==> src/rtl/ipi_pkg.sv <==
// Shared definitions for the IPI unit: address map, bit positions, event
// encoding and the decoded operation type.
package ipi_pkg;
    localparam int ADDR_W = 16;
    localparam int DATA_W = 32;

    // Local ("this CPU") view
    localparam logic [ADDR_W-1:0] A_EVENT = 16'h0004;
    localparam logic [ADDR_W-1:0] A_SEND  = 16'h0008;
    localparam logic [ADDR_W-1:0] A_ACK   = 16'h000C;
    localparam logic [ADDR_W-1:0] A_MSET  = 16'h0024;
    localparam logic [ADDR_W-1:0] A_MCLR  = 16'h0028;

    // Explicit per-CPU window
    localparam logic [ADDR_W-1:0] WIN_BASE   = 16'h1000;
    localparam int                WIN_STRIDE = 128;
    localparam logic [6:0] W_SET  = 7'h08;
    localparam logic [6:0] W_CLR  = 7'h0C;
    localparam logic [6:0] W_MSET = 7'h24;
    localparam logic [6:0] W_MCLR = 7'h28;

    // Bit positions of the two kinds in ack/mask/window words
    localparam int BIT_OTHER = 0;
    localparam int BIT_SELF  = 31;

    // Event word fields
    localparam logic [15:0] EVT_HW    = 16'd1;
    localparam logic [15:0] EVT_IPI   = 16'd4;
    localparam logic [15:0] NUM_OTHER = 16'd1;
    localparam logic [15:0] NUM_SELF  = 16'd2;

    typedef enum logic [3:0] {
        OP_IDLE, OP_SEND, OP_ACK, OP_MSET, OP_MCLR,
        OP_EVT, OP_RDPEND, OP_RDMASK,
        OP_WSET, OP_WCLR, OP_WMSET, OP_WMCLR
    } ipi_op_e;
endpackage

==> src/rtl/ipi_addr_dec.sv <==
// Address decoder: turns one register access into an operation and the
// CPU it targets. Assumes at most one access per cycle; write wins over read.
module ipi_addr_dec
    import ipi_pkg::*;
#(
    parameter int NCPU  = 4,
    parameter int CPU_W = $clog2(NCPU)
) (
    input  logic              wr,
    input  logic              rd,
    input  logic [CPU_W-1:0]  cpu,
    input  logic [ADDR_W-1:0] addr,
    output ipi_op_e           op,
    output logic [CPU_W-1:0]  tgt
);
    localparam logic [ADDR_W-1:0] WIN_SPAN = ADDR_W'(NCPU * WIN_STRIDE);

    logic [ADDR_W-1:0] rel;
    logic              in_win;

    // Locate the access inside the per-CPU window region
    always_comb begin
        rel    = addr - WIN_BASE;
        in_win = (addr >= WIN_BASE) && (rel < WIN_SPAN);
    end

    // Pick the operation and its target CPU
    always_comb begin
        op  = OP_IDLE;
        tgt = cpu;
        if (wr) begin
            if (in_win) begin
                tgt = rel[7 +: CPU_W];
                case (rel[6:0])
                    W_SET:   op = OP_WSET;
                    W_CLR:   op = OP_WCLR;
                    W_MSET:  op = OP_WMSET;
                    W_MCLR:  op = OP_WMCLR;
                    default: op = OP_IDLE;
                endcase
            end else begin
                case (addr)
                    A_SEND:  op = OP_SEND;
                    A_ACK:   op = OP_ACK;
                    A_MSET:  op = OP_MSET;
                    A_MCLR:  op = OP_MCLR;
                    default: op = OP_IDLE;
                endcase
            end
        end else if (rd) begin
            case (addr)
                A_EVENT:        op = OP_EVT;
                A_ACK:          op = OP_RDPEND;
                A_MSET, A_MCLR: op = OP_RDMASK;
                default:        op = OP_IDLE;
            endcase
        end
    end
endmodule

==> src/rtl/ipi_slot.sv <==
// State of one CPU: a pending and a mask bit for each IPI kind
// (index 0 = other, 1 = self). Assumes set and clear never coincide,
// which one access per cycle guarantees.
module ipi_slot (
    input  logic       clk,
    input  logic       rst_n,
    input  logic [1:0] set,
    input  logic [1:0] clr,
    input  logic [1:0] mset,
    input  logic [1:0] mclr,
    input  logic [1:0] amask,
    output logic [1:0] pend,
    output logic [1:0] mask,
    output logic       req
);
    // Pending and mask update; a repeated set is absorbed
    always_ff @(posedge clk) begin
        if (!rst_n) begin
            pend <= 2'b00;
            mask <= 2'b11;
        end else begin
            pend <= (pend | set) & ~clr;
            mask <= (mask | mset | amask) & ~mclr;
        end
    end

    // Request whenever some kind is both pending and unmasked
    always_comb req = |(pend & ~mask);

    a_r1_reset_state: assert property (@(posedge clk) disable iff (!rst_n)
        $past(!rst_n) |-> (mask == 2'b11 && pend == 2'b00));
    a_r4_ack_clears: assert property (@(posedge clk) disable iff (!rst_n)
        (clr[0] && !set[0]) |=> !pend[0]);
    a_r6_automask: assert property (@(posedge clk) disable iff (!rst_n)
        (amask[1] && !mclr[1]) |=> mask[1]);
    a_r10_hold_other: assert property (@(posedge clk) disable iff (!rst_n)
        (pend[0] && !clr[0]) |=> pend[0]);
    a_r10_hold_self: assert property (@(posedge clk) disable iff (!rst_n)
        (pend[1] && !clr[1]) |=> pend[1]);
endmodule

==> src/rtl/ipi_evt_enc.sv <==
// Event encoder for one CPU: hardware-line event first, then "other",
// then "self". Reports which IPI would be auto-masked by the read.
module ipi_evt_enc
    import ipi_pkg::*;
(
    input  logic              hw_valid,
    input  logic [15:0]       hw_num,
    input  logic [1:0]        pend,
    input  logic [1:0]        mask,
    output logic [DATA_W-1:0] word,
    output logic [1:0]        amask
);
    logic [1:0] live;

    // Priority selection of the reported source
    always_comb begin
        live  = pend & ~mask;
        word  = '0;
        amask = 2'b00;
        if (hw_valid) begin
            word = {EVT_HW, hw_num};
        end else if (live[0]) begin
            word  = {EVT_IPI, NUM_OTHER};
            amask = 2'b01;
        end else if (live[1]) begin
            word  = {EVT_IPI, NUM_SELF};
            amask = 2'b10;
        end
    end

    // Guards on the selection
    always_comb begin
        a_r3_one_report: assert ($onehot0(amask));
        if (hw_valid) a_r8_hw_first: assert (amask == 2'b00);
        if (amask[1]) a_r11_other_first: assert (!(pend[0] && !mask[0]));
    end
endmodule

==> src/rtl/ipi_unit.sv <==
// Top of the IPI unit: decodes the register port, fans controls out to
// one state slot per CPU and returns registered read data.
// Assumes one register access per cycle on a single shared port.
module ipi_unit
    import ipi_pkg::*;
#(
    parameter int NCPU  = 4,
    parameter int CPU_W = $clog2(NCPU)
) (
    input  logic                clk,
    input  logic                rst_n,
    input  logic                bus_wr,
    input  logic                bus_rd,
    input  logic [CPU_W-1:0]    bus_cpu,
    input  logic [ADDR_W-1:0]   bus_addr,
    input  logic [DATA_W-1:0]   bus_wdata,
    output logic [DATA_W-1:0]   bus_rdata,
    input  logic [NCPU-1:0]     hw_evt_valid,
    input  logic [16*NCPU-1:0]  hw_evt_num,
    output logic [NCPU-1:0]     ipi_irq
);
    ipi_op_e            op;
    logic [CPU_W-1:0]   tgt;
    logic [1:0]         pend_a [NCPU];
    logic [1:0]         mask_a [NCPU];
    logic [1:0]         sel_pend, sel_mask, enc_amask;
    logic [DATA_W-1:0]  enc_word;
    logic [1:0]         wbits;

    ipi_addr_dec #(.NCPU(NCPU), .CPU_W(CPU_W)) u_dec (
        .wr(bus_wr), .rd(bus_rd), .cpu(bus_cpu), .addr(bus_addr),
        .op(op), .tgt(tgt)
    );

    // Kind-select bits of a write word
    always_comb wbits = {bus_wdata[BIT_SELF], bus_wdata[BIT_OTHER]};

    for (genvar c = 0; c < NCPU; c++) begin : g_cpu
        logic       hit;
        logic [1:0] set, clr, mset, mclr, amask;

        // Per-CPU controls derived from the decoded access
        always_comb begin
            hit     = (tgt == CPU_W'(c));
            set[0]  = (op == OP_SEND && bus_wdata[c]) ||
                      (op == OP_WSET && hit && wbits[0]);
            set[1]  = op == OP_WSET && hit && wbits[1];
            clr     = ((op == OP_ACK  || op == OP_WCLR)  && hit) ? wbits : 2'b00;
            mset    = ((op == OP_MSET || op == OP_WMSET) && hit) ? wbits : 2'b00;
            mclr    = ((op == OP_MCLR || op == OP_WMCLR) && hit) ? wbits : 2'b00;
            amask   = (op == OP_EVT && hit) ? enc_amask : 2'b00;
        end

        ipi_slot u_slot (
            .clk(clk), .rst_n(rst_n),
            .set(set), .clr(clr), .mset(mset), .mclr(mclr), .amask(amask),
            .pend(pend_a[c]), .mask(mask_a[c]), .req(ipi_irq[c])
        );

        a_r2_send_pends: assert property (@(posedge clk) disable iff (!rst_n)
            (bus_wr && bus_addr == A_SEND && bus_wdata[c]) |=> pend_a[c][0]);
    end

    // State of the CPU the current access targets
    always_comb begin
        sel_pend = pend_a[tgt];
        sel_mask = mask_a[tgt];
    end

    ipi_evt_enc u_enc (
        .hw_valid(hw_evt_valid[tgt]), .hw_num(hw_evt_num[16*tgt +: 16]),
        .pend(sel_pend), .mask(sel_mask),
        .word(enc_word), .amask(enc_amask)
    );

    // Registered read data, held between reads
    always_ff @(posedge clk) begin
        if (!rst_n) begin
            bus_rdata <= '0;
        end else if (bus_rd && !bus_wr) begin
            case (op)
                OP_EVT:    bus_rdata <= enc_word;
                OP_RDPEND: bus_rdata <= {sel_pend[1], 30'd0, sel_pend[0]};
                OP_RDMASK: bus_rdata <= {sel_mask[1], 30'd0, sel_mask[0]};
                default:   bus_rdata <= '0;
            endcase
        end
    end

    a_r12_rdata_hold: assert property (@(posedge clk) disable iff (!rst_n)
        (!bus_rd || bus_wr) |=> $stable(bus_rdata));
endmodule

==> config.mk <==
export PLATFORM = sky130hd
export DESIGN_NAME = ipi_unit
export DESIGN_NICKNAME = d
export VERILOG_FILES = /design/src/rtl/ipi_pkg.sv /design/src/rtl/ipi_addr_dec.sv /design/src/rtl/ipi_slot.sv /design/src/rtl/ipi_evt_enc.sv /design/src/rtl/ipi_unit.sv
export SDC_FILE = /design/constraint.sdc
export NUM_CORES = 1
export LEC_CHECK = 0
export ABC_AREA = 1
export BUFFER_PORTS_ARGS = -buffer_cell sky130_fd_sc_hd__buf_2
export CORE_UTILIZATION = 40
export CTS_BUF_LIST = sky130_fd_sc_hd__clkbuf_4
export DETAILED_ROUTE_END_ITERATION = 6
export PLACE_DENSITY = 0.73
export SETUP_SLACK_MARGIN = 0.4
export SLEW_MARGIN = 30
export SYNTH_ARGS = -nofsm -noshare
export SYNTH_HDL_FRONTEND = slang
export SYNTH_SLANG_ARGS = --single-unit
==> constraint.sdc <==
create_clock -name clk -period 4.3 [get_ports clk]
set_input_delay 0.645 -clock clk [delete_from_list [all_inputs] [get_ports clk]]
set_output_delay 0.645 -clock clk [all_outputs]
set_load 0.01 [all_outputs]
==> summary.txt <==
Place
  – Final HPWL DP: 6950 µm
  – Final GP Congestion: 0.932
  – I/O Buffers: 117

Min path
  – Hold path start: bus_rdata[7]
  – Hold depth: 2
  – Hold crit path type: reg -> reg
  – Worst Hold Endpoint: bus_rdata[7]

Timing
  – Setup violations, final: 0
  – Period Utilization, post-route: 60.6%
  – TNS Setup: 0 ns
  – Worst Max-Slew Pin Slew: 0.966 ns
  – Fin. Hold Viols: 0
  – Final Max Slew Viols: 0
  – Tmin final: 2.61 ns
  – Layout Skew: 0.00958 ns
  – RSZ-0062 raised after global routing: false
  – Fmax: 384 MHz
  – Slew HR: 35.5%

Clock network
  – Num Clock Sinks: 35
  – CTS max path bufs: 2
  – Hold-fix buffers at CTS: 0
  – Root Driver: clkbuf_4
  – Htree depth: 2
  – TritonCTS Buffers: 5
  – Post-CTS resize count: 0
  – CTS clk-pin slew, worst paths: 0.11 ns
  – CTS tree: yes
  – Post-CTS Setup Inserts: 0
  – Latest clock arrival within the worst-skew pair: 0.34 ns

Critical path
  – Setup CP Type: in -> reg
  – Worst Path Required: 4.54 ns
  – R2R setup slack: 2.85 ns
  – CP Buf/Inv Count: 4
  – CP max stage delay: 0.50 ns
  – WP data arrival: 2.85 ns
  – Reg2reg start: g_cpu[1].u_slot.mask[0]
  – Critical path fanouts, max: 20
  – CP Launch Type: input port
  – Top delay family on crit path: simple AND/OR/NAND/NOR gates
  – Worst setup EP type: register
  – Cell at the slowest stage of the critical path: nand2_1
  – Worst r2r path cells: 11
  – Crit-path cells: buf_2, inv_1, nand2_1, inv_1, nand4_1, nand2_1, inv_1, nand2_1, nor2_1, nand2_1, nand2_1, nand2_1, o21ai_1, a21oi_1
  – Top cell by count, worst path: nand2_1
  – Critical R2R Capture: g_cpu[3].u_slot.mask[0]

GRT
  – Global route total overflow: 0
  – Largest net degree at the start of global routing: 24
  – Antenna violations before repair: 0
  – First-pass GRT wire length: 14800 µm
  – Vias in the first global route: 3229
  – Gr usage total: 21.8%

Logic synthesis
  – Largest cells by area after synthesis: dfxtp_1, nand2_1, nand3_1
  – Mean Syn Cell Area: 6.06 µm²
  – Area fraction of the dominant cell type after synthesis: 22.4%
  – Synth area leader: dfxtp_1
  – Cells after Synth: 517
  – Yosys synthesis warning count: 0
  – Register area share after synthesis: 22.4%
  – Seq cells post-synth: 35
  – Netlist cell types: 34
  – Cell area after synthesis: 0.00313 mm²

Route
  – Final wirelength: 8880 µm
  – Final ANT Viol Nets: 0
  – DR vias: 3626
  – 1st-pass router iterations: 5
  – Remaining DRCs: 0
  – DRT iter0 DRCs: 193
  – Wirelength per Cell: 12.4 µm
  – Via density: 5.06

Outcome
  – Status: finished, final reports clean

Die
  – Starting Density: 42.3%
  – Die Span X: 90.5 µm
  – Die Y: 90.5 µm
  – I/O Pins: 158
  – Area of the core: 0.00741 mm²
  – Die area: 0.00819 mm²
  – # rows: 31

Layout
  – Final-layout fill cell count: 774
  – Footprint of the multi-input gates: 0.00200 mm²
  – Register area: 701 µm²
  – Fin util: 50.1%
  – # diodes: 0
  – Post-layout net count: 738
  – Share of cells above drive strength 1: 26.7%
  – Area grow syn2layout: 18.5%

Run
  – Max-Cap Viols: 0

Pwr
  – VDD IR max: 0.000136 V
  – LEAKAGE: 1.91 nW
  – Pwr Density: 194 mW/mm²
[tightest hold or removal path: stages (launching register included)]
cell and delay (ns):
dfxtp_1 0.32, nand2_1 0.06, a21oi_1 0.05
[cells in the final DEF, fill, tap and decap left out, types with 2 or more instances in the layout]
master    count
nand2_1     162
buf_2       117
nand3_1      82
inv_1        49
dfxtp_1      35
a21oi_1      30
nor2_1       27
a22oi_1      18
conb_1       13
nand4_1      10
o21ai_0       9
nor2_2        8
o21ai_1       8
nand2_2       6
inv_2         5
clkbuf_4      5
nor2_4        4
nand3_2       4
o22ai_1       3
nand2_4       3
nor2_8        2
a21oi_4       2
nand3_4       2
clkinv_1      2
[kinds of logic after synthesis]
logic type	share of synthesized area (%)
flip-flops	22.4
other	0.120
AO/OA/AOI/OAI	14.7
buffers and inverters	15.1
AND/OR/NAND/NOR	47.7
[area by class of cell]
| type | instances | area share, % |
|---|---|---|
| multi-input cells | 400 | 54.0 |
| flip-flops and latches | 35 | 18.9 |
| inverters | 57 | 5.83 |
| well taps | 99 | 3.34 |
| repair buffers | 117 | 15.8 |
| clock buffers | 5 | 1.01 |
| clock inverters | 3 | 1.18 |
[registers in the layout (all words and copies together), names as in the netlist]
| name | flops |
|---|---|
| g_cpu.u_slot.pend | 8 |
| bus_rdata | 19 |
| g_cpu.u_slot.mask | 8 |
[metrics by stage]
stage	power (mW)	setup slack, ns	instance area (µm²)	hold WS [ns]	cells
after floorplan	0.439	2.17	3180	0.446	529
after global placement	0.488	1.39	3630	0.450	708
after detailed placement	0.489	1.35	3630	0.452	708
after CTS	0.731	1.72	3710	0.471	716
after global routing	0.764	1.41	3710	0.492	716
final	0.722	1.69	3710	0.469	716
[synthesized netlist by cell type, drive strengths merged]
cell type / number
nand2: 171
nand3: 88
inv: 55
nor2: 41
dfxtp: 35
a21oi: 32
buf: 31
o21ai: 19
a22oi: 18
nand4: 10
clkbuf: 6
o22ai: 3
clkinv: 2
and3: 1
conb: 1
nor3: 1
o211ai: 1
o31ai: 1
or2: 1
[routing by layer]
| metal | vias up | share of wire, % | global-route usage (%) |
|---|---|---|---|
| li1 | 1866 | - | - |
| met1 | 1630 | 44 | 27.9 |
| met2 | 119 | 48 | 37.0 |
| met3 | 11 | 6.2 | 3.96 |
| met4 | 0 | 1.6 | 6.85 |
| met5 | - | 0 | 0 |
[worst max-delay path by stage]
stage | start | to | cells past startpoint
finish | bus_wr | g_cpu[1].u_slot.pend[1] | 14
global route | bus_wr | g_cpu[1].u_slot.pend[0] | 14
CTS | bus_wr | g_cpu[1].u_slot.pend[0] | 14
detailed placement | bus_wr | g_cpu[1].u_slot.pend[0] | 14
global placement | bus_wr | g_cpu[1].u_slot.pend[0] | 14
floorplan | bus_addr[15] | g_cpu[1].u_slot.mask[0] | 14
[where the power goes]
group          leakage [nW]  switching [mW]  total, mW  internal, mW
Combinational          1.59           0.101      0.159        0.0580
Clock                0.0452           0.116      0.238         0.122
Sequential            0.282       0.0000746      0.324         0.324
(Power assumes the default switching activity.)
